--- config.mk ---
export PLATFORM = sky130hd
export DESIGN_NAME = lin_interp_pulse
export DESIGN_NICKNAME = d
export VERILOG_FILES = /design/src/rtl/lip_pkg.sv /design/src/rtl/lip_delta.sv /design/src/rtl/lip_bres.sv /design/src/rtl/lip_interval.sv /design/src/rtl/lin_interp_pulse.sv
export SDC_FILE = /design/constraint.sdc
export NUM_CORES = 2
export LEC_CHECK = 0
export BUFFER_PORTS_ARGS = -buffer_cell sky130_fd_sc_hd__buf_2
export CAP_MARGIN = 10
export CORE_UTILIZATION = 58
export CTS_BUF_LIST = sky130_fd_sc_hd__clkbuf_4
export DETAILED_ROUTE_END_ITERATION = 8
export PLACE_DENSITY_LB_ADDON = 0.12
export SLEW_MARGIN = 20
export SYNTH_ARGS = -nofsm -noshare
export SYNTH_HDL_FRONTEND = slang
export SYNTH_SLANG_ARGS = --single-unit
--- constraint.sdc ---
create_clock -name clk -period 11.25 [get_ports clk]
set_input_delay 2.8125 -clock clk [delete_from_list [all_inputs] [get_ports clk]]
set_output_delay 2.8125 -clock clk [all_outputs]
set_load 0.01 [all_outputs]
--- src/rtl/lip_pkg.sv ---
`timescale 1ns/1ps
package lip_pkg;
    typedef enum logic [1:0] {
        ST_IDLE  = 2'd0,
        ST_SETUP = 2'd1,
        ST_RUN   = 2'd2
    } lip_state_t;
endpackage

--- src/rtl/lip_delta.sv ---
`timescale 1ns/1ps
// Travel for one axis: target minus present position, or the target as an offset.
module lip_delta #(
    parameter int CW = 32
) (
    input  logic signed [CW-1:0] target,
    input  logic signed [CW-1:0] current,
    input  logic                 abs_mode,
    output logic signed [CW:0]   delta,
    output logic                 zero
);
    always_comb begin
        if (abs_mode)
            delta = $signed({target[CW-1], target}) - $signed({current[CW-1], current});
        else
            delta = $signed({target[CW-1], target});
        zero = (delta == '0);
    end
endmodule

--- src/rtl/lip_bres.sv ---
`timescale 1ns/1ps
// Integer error accumulator and remaining-slot counter.
module lip_bres #(
    parameter int MW = 33
) (
    input  logic          clk,
    input  logic          rst_n,
    input  logic          load,
    input  logic [MW-1:0] mag_maj,
    input  logic [MW-1:0] mag_min,
    input  logic          advance,
    output logic          minor_hit,
    output logic          last
);
    localparam int EW = MW + 2;

    logic signed [EW-1:0] err, inc_min, inc_both;
    logic [MW-1:0]        left;

    always_ff @(posedge clk or negedge rst_n) begin
        if (!rst_n) begin
            err      <= '0;
            inc_min  <= '0;
            inc_both <= '0;
            left     <= '0;
        end else if (load) begin
            err      <= $signed({1'b0, mag_min, 1'b0}) - $signed({2'b00, mag_maj});
            inc_min  <= $signed({1'b0, mag_min, 1'b0});
            inc_both <= $signed({1'b0, mag_min, 1'b0}) - $signed({1'b0, mag_maj, 1'b0});
            left     <= mag_maj;
        end else if (advance) begin
            err      <= err + (minor_hit ? inc_both : inc_min);
            left     <= left - 1'b1;
        end
    end

    assign minor_hit = !err[EW-1];
    assign last      = (left == MW'(1));

    // never issue a slot once the major travel is used up
    a_r4_no_extra_slot: assert property (@(posedge clk) disable iff (!rst_n)
        advance |-> (left != '0));
endmodule

--- src/rtl/lip_interval.sv ---
`timescale 1ns/1ps
// Slot timer: base gap, or the stretched gap after a diagonal slot.
module lip_interval #(
    parameter int PW = 16
) (
    input  logic          clk,
    input  logic          rst_n,
    input  logic          arm,
    input  logic          reload,
    input  logic          stretch,
    input  logic [PW-1:0] period,
    output logic          expired
);
    localparam int TW = PW + 1;

    logic [TW-1:0]   eff, long_gap, timer;
    logic [TW+5:0]   prod;

    always_comb begin
        eff      = (period < PW'(2)) ? TW'(2) : {1'b0, period};
        prod     = {6'b0, eff} * (TW+6)'(53);
        long_gap = eff + TW'(prod >> 7);
    end

    always_ff @(posedge clk or negedge rst_n) begin
        if (!rst_n)
            timer <= '0;
        else if (arm)
            timer <= '0;
        else if (reload)
            timer <= (stretch ? long_gap : eff) - 1'b1;
        else if (timer != '0)
            timer <= timer - 1'b1;
    end

    assign expired = (timer == '0);

    // a reload always leaves at least one idle clock before the next slot
    a_r8_gap_two: assert property (@(posedge clk) disable iff (!rst_n)
        reload |=> (timer != '0));
endmodule

--- src/rtl/lin_interp_pulse.sv ---
`timescale 1ns/1ps
module lin_interp_pulse
    import lip_pkg::*;
#(
    parameter int CW = 32,
    parameter int PW = 16
) (
    input  logic                 clk,
    input  logic                 rst_n,
    input  logic                 start,
    input  logic                 abs_mode,
    input  logic                 const_spd,
    input  logic signed [CW-1:0] tgt_x,
    input  logic signed [CW-1:0] tgt_y,
    input  logic [PW-1:0]        base_period,
    output logic                 step_x,
    output logic                 step_y,
    output logic                 dir_x,
    output logic                 dir_y,
    output logic                 busy,
    output logic                 done
);
    localparam int MW = CW + 1;

    lip_state_t state, nxt;

    logic signed [CW-1:0] pos_x, pos_y;
    logic signed [MW-1:0] dlt_x, dlt_y, dx_q, dy_q;
    logic                 zx, zy;
    logic [MW-1:0]        mag_x, mag_y, mag_maj, mag_min;
    logic                 y_major, cs_q;
    logic [PW-1:0]        per_q;
    logic                 expired, minor_hit, last, arm, adv, take_x, take_y;

    lip_delta #(.CW(CW)) u_dx (.target(tgt_x), .current(pos_x), .abs_mode(abs_mode),
                               .delta(dlt_x), .zero(zx));
    lip_delta #(.CW(CW)) u_dy (.target(tgt_y), .current(pos_y), .abs_mode(abs_mode),
                               .delta(dlt_y), .zero(zy));

    always_comb begin
        mag_x   = dx_q[MW-1] ? MW'(-dx_q) : MW'(dx_q);
        mag_y   = dy_q[MW-1] ? MW'(-dy_q) : MW'(dy_q);
        y_major = (mag_y > mag_x);
        mag_maj = y_major ? mag_y : mag_x;
        mag_min = y_major ? mag_x : mag_y;
        arm     = (state == ST_SETUP);
        adv     = (state == ST_RUN) && expired;
        take_x  = adv && (y_major ? minor_hit : 1'b1);
        take_y  = adv && (y_major ? 1'b1 : minor_hit);
    end

    lip_bres #(.MW(MW)) u_bres (
        .clk(clk), .rst_n(rst_n), .load(arm), .mag_maj(mag_maj), .mag_min(mag_min),
        .advance(adv), .minor_hit(minor_hit), .last(last));

    lip_interval #(.PW(PW)) u_gap (
        .clk(clk), .rst_n(rst_n), .arm(arm), .reload(adv),
        .stretch(cs_q && minor_hit), .period(per_q), .expired(expired));

    // next-state logic
    always_comb begin
        nxt = state;
        unique case (state)
            ST_IDLE:  if (start && !(zx && zy)) nxt = ST_SETUP;
            ST_SETUP: nxt = ST_RUN;
            ST_RUN:   if (adv && last) nxt = ST_IDLE;
            default:  nxt = ST_IDLE;
        endcase
    end

    // state register
    always_ff @(posedge clk or negedge rst_n) begin
        if (!rst_n) state <= ST_IDLE;
        else        state <= nxt;
    end

    // outputs and move registers
    always_ff @(posedge clk or negedge rst_n) begin
        if (!rst_n) begin
            step_x <= 1'b0;
            step_y <= 1'b0;
            dir_x  <= 1'b0;
            dir_y  <= 1'b0;
            busy   <= 1'b0;
            done   <= 1'b0;
            pos_x  <= '0;
            pos_y  <= '0;
            dx_q   <= '0;
            dy_q   <= '0;
            cs_q   <= 1'b0;
            per_q  <= '0;
        end else begin
            step_x <= 1'b0;
            step_y <= 1'b0;
            done   <= 1'b0;
            unique case (state)
                ST_IDLE: if (start) begin
                    dx_q  <= dlt_x;
                    dy_q  <= dlt_y;
                    dir_x <= !dlt_x[MW-1];
                    dir_y <= !dlt_y[MW-1];
                    cs_q  <= const_spd;
                    per_q <= base_period;
                    if (zx && zy) done <= 1'b1;
                    else          busy <= 1'b1;
                end
                ST_SETUP: ;
                ST_RUN: if (adv) begin
                    step_x <= take_x;
                    step_y <= take_y;
                    if (take_x) pos_x <= dir_x ? pos_x + 1'b1 : pos_x - 1'b1;
                    if (take_y) pos_y <= dir_y ? pos_y + 1'b1 : pos_y - 1'b1;
                    if (last) begin
                        busy <= 1'b0;
                        done <= 1'b1;
                    end
                end
                default: ;
            endcase
        end
    end

    a_r8_x_one_clock: assert property (@(posedge clk) disable iff (!rst_n)
        step_x |=> !step_x);
    a_r8_y_one_clock: assert property (@(posedge clk) disable iff (!rst_n)
        step_y |=> !step_y);
    a_r4_minor_with_major: assert property (@(posedge clk) disable iff (!rst_n)
        (step_x || step_y) |-> (y_major ? step_y : step_x));
    a_r5_dir_x_steady: assert property (@(posedge clk) disable iff (!rst_n)
        step_x |-> $stable(dir_x));
    a_r5_dir_y_steady: assert property (@(posedge clk) disable iff (!rst_n)
        step_y |-> $stable(dir_y));
    a_r9_done_not_busy: assert property (@(posedge clk) disable iff (!rst_n)
        done |-> !busy);
    a_r9_fall_gives_done: assert property (@(posedge clk) disable iff (!rst_n)
        $fell(busy) |-> done);
    a_r3_steps_in_move: assert property (@(posedge clk) disable iff (!rst_n)
        (step_x || step_y) |-> (busy || done));
endmodule

==> summary.txt, run 1 <==
Status
  – Status: finished clean

Setup path
  – Crit path kind: flop to flop
  – Reg2Reg Depth: 24
  – CP bufs+invs: 2
  – Crit end category: flop
  – Worst EP required: 11.96 ns
  – Worst path max stage delay: approximately 0.76 ns
  – R2R setup slack: roughly 2.1 ns
  – Worst EP arrival: ~9.8 ns
  – CP max-delay cell: buf_4
  – CP Cell Sequence: or4_4 -> or3_1 -> or3_4 -> or3_1 -> or4_1 -> ha_1 -> nand3_1 -> or3_1 -> or4b_1 -> o21ai_4 -> buf_4 -> o21ai_0 -> ha_1 -> o21ai_0 -> nand2b_1 -> a2111oi_0 -> buf_4 -> o211ai_1 -> a41oi_1 -> nand2_1 -> a221oi_1 -> o21ai_0 -> xnor2_1 -> a221oi_1
  – Cell count along the critical path: 24
  – CP delay by family, top: simple AND/OR/NAND/NOR gates
  – Startpoint types: flop
  – Crit-path max FO: 86

Clock tree
  – Clock slew at reported path FFs: around 0.07 ns
  – CTS tree: yes
  – H-tree levels: 3
  – Post-CTS Setup Inserts: 0
  – Clock latency on the worst-skew pair: ~0.86 ns
  – Root buf cell: clkbuf_4
  – Cts bufs inserted: slightly above 90
  – Post-CTS Hold Fix Bufs: 0
  – Clock Sinks: between 300 and 400
  – Max clock buf depth: 3
  – Cts repair resizes: 0

Final layout
  – Final core occ: 62.9%
  – Final #Nets: around 4200
  – Layout cell share with drive strength beyond 1: 11.0%
  – Area grow syn2layout: 6.73%
  – Flip-flop and latch area: roughly 7700 um2
  – Multi-input gate area: about 21000 um2
  – Filler cells: about 4700

Die
  – Row count: 83
  – Die area: around 53000 um2
  – Core ar.: 51500 um2
  – I/O pin cnt: 91
  – Initial Util: 58.9%
  – Die Height: 231 um
  – Die X: ~230 um

Synth
  – Main flop type after synthesis: dfrtp_1
  – Avg Inst Size Synth: roughly 8.1 um2
  – Synthesized Nets: 4164
  – Cells after Synth: between 3000 and 4000
  – Library cells used by synthesis: 90
  – Yosys reg bits: just over 300
  – Seq/Total Area, Yosys: between 20% and 30%
  – Mapped Area: just over 30000 um2
  – Post-synth EDFFs: 0
  – Synth warnings: 0
  – Post-synthesis async set-or-reset flop share: 100%

Detailed routing
  – Final ANT Viol Nets: 0
  – Vias/cell: ~6.2
  – Iteration-0 DRC count of the detailed router: around 2300
  – Residual DRC: 0
  – Via count: approximately 28000
  – WL final: roughly 93000 um
  – Pre-antenna DRT Iters: 6
  – WL/cell: between 20 and 25 um

GRT
  – Total global routing overflow: 0
  – Vias in the first global route: between 20000 and 30000
  – Largest net degree at the start of global routing: 141
  – Initial antenna violation count: 1
  – Global-route wire length before repair: roughly 150000 um
  – GRT Util Overall: between 30% and 40%

STA
  – Setup TNS: 0 ns
  – Pins Over Slew Limit: 0
  – RSZ-0062 raised after global routing: false
  – Final period utilization: between 80% and 90%
  – Final hold vios: 0
  – Fmax: 110 MHz
  – Relative slew slack: between 20% and 30%
  – Crit path time final: ~9.1 ns
  – Setup Viol. Count Final: 0
  – Worst-margin pin slew: between 1 and 1.5 ns
  – Worst Skew: around 0.06 ns

Min path
  – Path category of the worst min-delay check: flop to flop
  – Hold Path Depth: 2

Placed design
  – HPWL Detailed: slightly above 70000 um
  – PortBufs: 90
  – Final Wtd Congestion: between 0.9 and 1

Flow run
  – Max-cap violations: 0
==> logic make-up (layout without fill, tap and decap cells) <==
group / Yosys count / count (layout) / share of synthesized area, %
AND/OR/NAND/NOR: 1189 / 1189 / 18.6
buffers and inverters: 385 / 502 / 4.90
XOR/XNOR: 273 / 273 / 8.00
AO/OA/AOI/OAI: 1141 / 1141 / 24.4
multiplexers: 124 / 124 / 4.41
flip-flops: 306 / 306 / 25.2
other: 0 / 1 / 0
adder cells (fa/ha/maj): 331 / 331 / 14.4
==> cell usage in the layout (no fill, tap or decap), types with 17 or more instances in the layout <==
cell      count
buf_2        88
or2_2        40
o31ai_1      32
o21ai_0     309
mux2_2       77
nor4_1       20
nand2b_1     45
ha_1        299
a21oi_1     271
inv_1       222
clkinv_1     26
xnor2_1     156
o41ai_1      17
clkbuf_4    126
o21bai_1     40
nor3_1       83
xor2_1      112
nand3_1      67
o211ai_1     42
fa_1         31
mux2i_1      47
o221ai_1     18
nand2_1     479
o21a_1       39
a211oi_1     31
dfrtp_1     305
buf_4        24
a31oi_1      46
or3_1        54
nor2_1      209
a21o_1      118
nor2b_1      39
nand4_1      33
and2_1       19
and3_1       33
==> metrics by stage <==
| step | worst slack, ns | hold WS (ns) | std cells | instance area [um2] |
|---|---|---|---|---|
| floorplan | 2.44 | 0.435 | 3749 | 30300 |
| global placement | 2.43 | 0.450 | 4384 | 31300 |
| detailed placement | 2.31 | 0.457 | 4384 | 31300 |
| CTS | 2.25 | 0.472 | 4546 | 32400 |
| global route | 1.64 | 0.497 | 4547 | 32400 |
| finish | 2.15 | 0.473 | 4547 | 32400 |
==> Yosys cell counts (all sizes together) (16+ instances only) <==
library cell	number	area share, %
o41ai	26	1.1
a21oi	272	4.5
mux2	77	2.9
nor3	83	1.4
nor2b	40	0.82
and3	33	0.68
o21ai	324	5.3
nor4	20	0.41
inv	224	2.8
and2	20	0.41
a21o	118	2.9
nor2	209	2.6
o221ai	18	0.52
dfrtp	306	25
a21boi	16	0.40
mux2i	47	1.6
o211ai	42	1.0
nand4	33	0.68
or3	55	1.2
xnor2	156	4.5
clkbuf	126	1.6
buf	33	0.54
o21a	39	0.96
nand2	482	6.0
nand2b	45	0.93
a211oi	31	0.77
a31oi	46	0.95
xor2	117	3.5
ha	299	12
nand3	67	1.1
o31ai	37	1.1
or2	43	0.89
o21bai	40	0.99
fa	31	2.0
==> state kept, by name, indices dropped and copies added (netlist names) <==
| name | count |
|---|---|
| cs_q | 1 |
| pos_y | 32 |
| dx_q | 33 |
| step_x | 1 |
| step_y | 1 |
| u_bres.err | 34 |
| dy_q | 33 |
| done | 1 |
| u_gap.timer | 17 |
| state | 2 |
| pos_x | 32 |
| u_bres.inc_both | 34 |
| dir_y | 1 |
| per_q | 16 |
| u_bres.inc_min | 33 |
| dir_x | 1 |
| u_bres.left | 33 |
| busy | 1 |
==> worst reg2reg max path: cells and delay by family, from the launching register on <==
kind                       cells  cell delay (ns)
AOI/OAI and AO/OA              9             2.57
xor gates and xnor gates       1             0.15
adders and majority gates      2             0.82
buffers and inverters          2             0.99
DFF                            1             0.41
and+or+nand+nor               10             4.05
==> final timing paths <==
check / start / endpoint
setup / recovery: dx_q[9]$_DFFE_PN0P_ / u_bres.err[30]$_DFFE_PN0P_
hold / removal: u_bres.inc_both[15]$_DFFE_PN0P_ / u_bres.inc_both[15]$_DFFE_PN0P_
setup reg to reg: dx_q[9]$_DFFE_PN0P_ / u_bres.err[30]$_DFFE_PN0P_
hold reg to reg: u_bres.inc_both[15]$_DFFE_PN0P_ / u_bres.inc_both[15]$_DFFE_PN0P_
max in group asynchronous: rst_n / per_q[9]$_DFFE_PN0P_
min in group asynchronous: rst_n / u_bres.err[23]$_DFFE_PN0P_
==> layout make-up <==
cell class / count / share of cell area (%)
well taps: 680 / 2.63
repair buffers: 114 / 2.02
flip-flops and latches: 306 / 23.6
clock buffers: 126 / 2.92
inverters: 226 / 2.62
clock inverters: 36 / 0.541
diodes: 1 / 0.00773
multi-input cells: 3058 / 65.6
==> per-layer routing <==
metal	vias to the layer above	GRT usage, %	share of wire [%]
li1	13700	-	-
met1	13500	46.4	44
met2	996	56.5	45
met3	228	4.84	6.1
met4	0	16.3	4.6
met5	-	0	0
Power of run 1 is left out: the tool's default activity adds up to more than one toggle a clock period on the data nets, which glitch-free logic cannot reach.
==> run 2: changes to the inputs <==
==> constraint.sdc (replaced) <==
create_clock -name clk -period 7.9 [get_ports clk]
set_input_delay 1.975 -clock clk [delete_from_list [all_inputs] [get_ports clk]]
set_output_delay 1.975 -clock clk [all_outputs]
set_load 0.01 [all_outputs]
==> summary.txt, run 2 (same netlist as run 1, synthesis figures left out) <==
Die
  – Core ar.: slightly above 50000 um2
  – Die Height: approximately 230 um
  – Row count: 83
  – I/O pin cnt: 91
  – Die area: 53200 um2
  – Initial Util: approximately 59%
  – Die X: roughly 230 um

Clock tree
  – Cts bufs inserted: 93
  – Post-CTS Hold Fix Bufs: 0
  – CTS tree: yes
  – H-tree levels: 3
  – Clock latency on the worst-skew pair: roughly 0.9 ns
  – Clock Sinks: 306
  – Clock slew at reported path FFs: ~0.07 ns
  – Max clock buf depth: 3
  – Root buf cell: clkbuf_4

Final layout
  – Most common cell after layout, fill and taps aside: nand2_1
  – Layout cell share with drive strength beyond 1: about an eighth
  – Biggest regs: u_bres.err: 34 flops, u_bres.inc_both: 34 flops
  – Flip-flop and latch area: approximately 7700 um2
  – Multi-input gate area: around 21000 um2
  – Most frequent cells in the layout: 479 x nand2_1, 306 x o21ai_0, 305 x dfrtp_1, 295 x ha_1, 270 x a21oi_1
  – Final #Nets: 4285
  – Non-Filler Instances: ~4600
  – Filler cells: 4479
  – Area grow syn2layout: 9.15%

Min path
  – Path category of the worst min-delay check: flop to flop

GRT
  – Vias in the first global route: 27800
  – Largest net degree at the start of global routing: between 100 and 150
  – GRT Util Overall: roughly 36%
  – Global-route wire length before repair: between 150000 and 200000 um
  – Total global routing overflow: 0
  – Initial antenna violation count: 3

Setup path
  – Worst EP arrival: roughly 8.3 ns
  – Worst path max stage delay: about 0.58 ns
  – Worst EP required: just under 9 ns
  – Crit-path max FO: 6
  – CP max-delay cell: or4b_4
  – Crit path kind: flop to flop
  – Crit end category: flop
  – Startpoint types: flop

Status
  – Status: finished clean

STA
  – Fmax: between 100 and 150 MHz
  – Final hold vios: 0
  – Worst-margin pin slew: ~1.0 ns
  – Final period utilization: a little over nine tenths
  – Crit path time final: 7.57 ns
  – Pins Over Slew Limit: 0
  – Worst Skew: ~0.073 ns
  – Relative slew slack: roughly a third
  – Setup Viol. Count Final: 0
  – WHS: 0.471 ns

Detailed routing
  – WL final: about 95000 um
  – Pre-antenna DRT Iters: 6
  – Vias/cell: ~6.3
  – WL/cell: about 21 um
  – Via count: 29000
  – Final ANT Viol Nets: 0
  – Iteration-0 DRC count of the detailed router: roughly 2300
  – Residual DRC: 0

Placed design
  – Placed cell count: around 4400
  – Final Wtd Congestion: roughly 1
  – HPWL Detailed: ~73000 um
  – PortBufs: 90

Flow run
  – Max-cap violations: 0
## run 2: cell count changes in the layout (fill, tap and decap cells not counted), sizes merged
| cell | previous run | this run |
|---|---|---|
| buf | 114 | 185 |
| clkbuf | 126 | 130 |
| diode | 1 | 5 |
| clkinv | 34 | 27 |
| clkinvlp | 1 | 2 |
## run 2: layout make-up
cell class / instances / share of cell area, %
inverter: 226 / 2.56
clock buffer: 130 / 2.95
timing repair buffer: 185 / 3.65
tap: 680 / 2.57
clock inverter: 30 / 0.468
multi-input combinational: 3058 / 64.6
sequential: 306 / 23.1
antenna: 5 / 0.0378
## run 2: through the flow
| step | TNS [ns] | utilization [%] | area, um2 | setup WS (ns) |
|---|---|---|---|---|
| 3_5_place_dp | -0.770 | 61.7 | 31800 | -0.334 |
| 3_3_place_gp | -0.532 | 61.7 | 31800 | -0.263 |
| 5_1_grt | -0.0715 | 64.3 | 33100 | -0.0413 |
| 6_report | 0 | 64.3 | 33100 | 0.327 |
| 4_1_cts | 0 | 63.9 | 32900 | 0.0448 |
| 2_1_floorplan | 0 | - | 30400 | 0.0408 |
## run 2: worst max-delay path, delay by kind of cell, from the launching register on
family / cells / cell delay (ns)
adders and majority gates: 2 / 0.67
and+or+nand+nor: 11 / 3.58
DFF: 1 / 0.41
xor gates and xnor gates: 1 / 0.14
AOI/OAI and AO/OA: 11 / 1.90
buffers and inverters: 5 / 0.71
## run 2: routing by layer
| layer | share of wire (%) | wire length, um | global-route usage (%) |
|---|---|---|---|
| met3 | 6.2 | 5840 | 5.81 |
| met5 | 0.0084 | 8 | 0 |
| met2 | 45 | 42900 | 56.6 |
| met1 | 44 | 42000 | 47.7 |
| met4 | 4.4 | 4140 | 15.3 |
## run 2: worst paths after layout
kind	startpoint	endpoint	slack, ns	cells after the start
worst max-delay path	dx_q[17]$_DFFE_PN0P_	u_bres.err[30]$_DFFE_PN0P_	0.33	30
worst min-delay path	u_bres.inc_both[15]$_DFFE_PN0P_	u_bres.inc_both[15]$_DFFE_PN0P_	0.47	2
worst max register to register	dx_q[17]$_DFFE_PN0P_	u_bres.err[30]$_DFFE_PN0P_	0.33	30
worst min register to register	u_bres.inc_both[15]$_DFFE_PN0P_	u_bres.inc_both[15]$_DFFE_PN0P_	0.47	2
max in group asynchronous	rst_n	per_q[9]$_DFFE_PN0P_	5.24	2
min in group asynchronous	rst_n	u_bres.err[23]$_DFFE_PN0P_	1.09	1
## run 2: what timing repair did
action	CTS	global route
setup buffers	0	9
gates resized for setup	2	27
setup endpoints to repair	6	28
pin swaps	0	10
Power of run 2 is left out for the same reason.
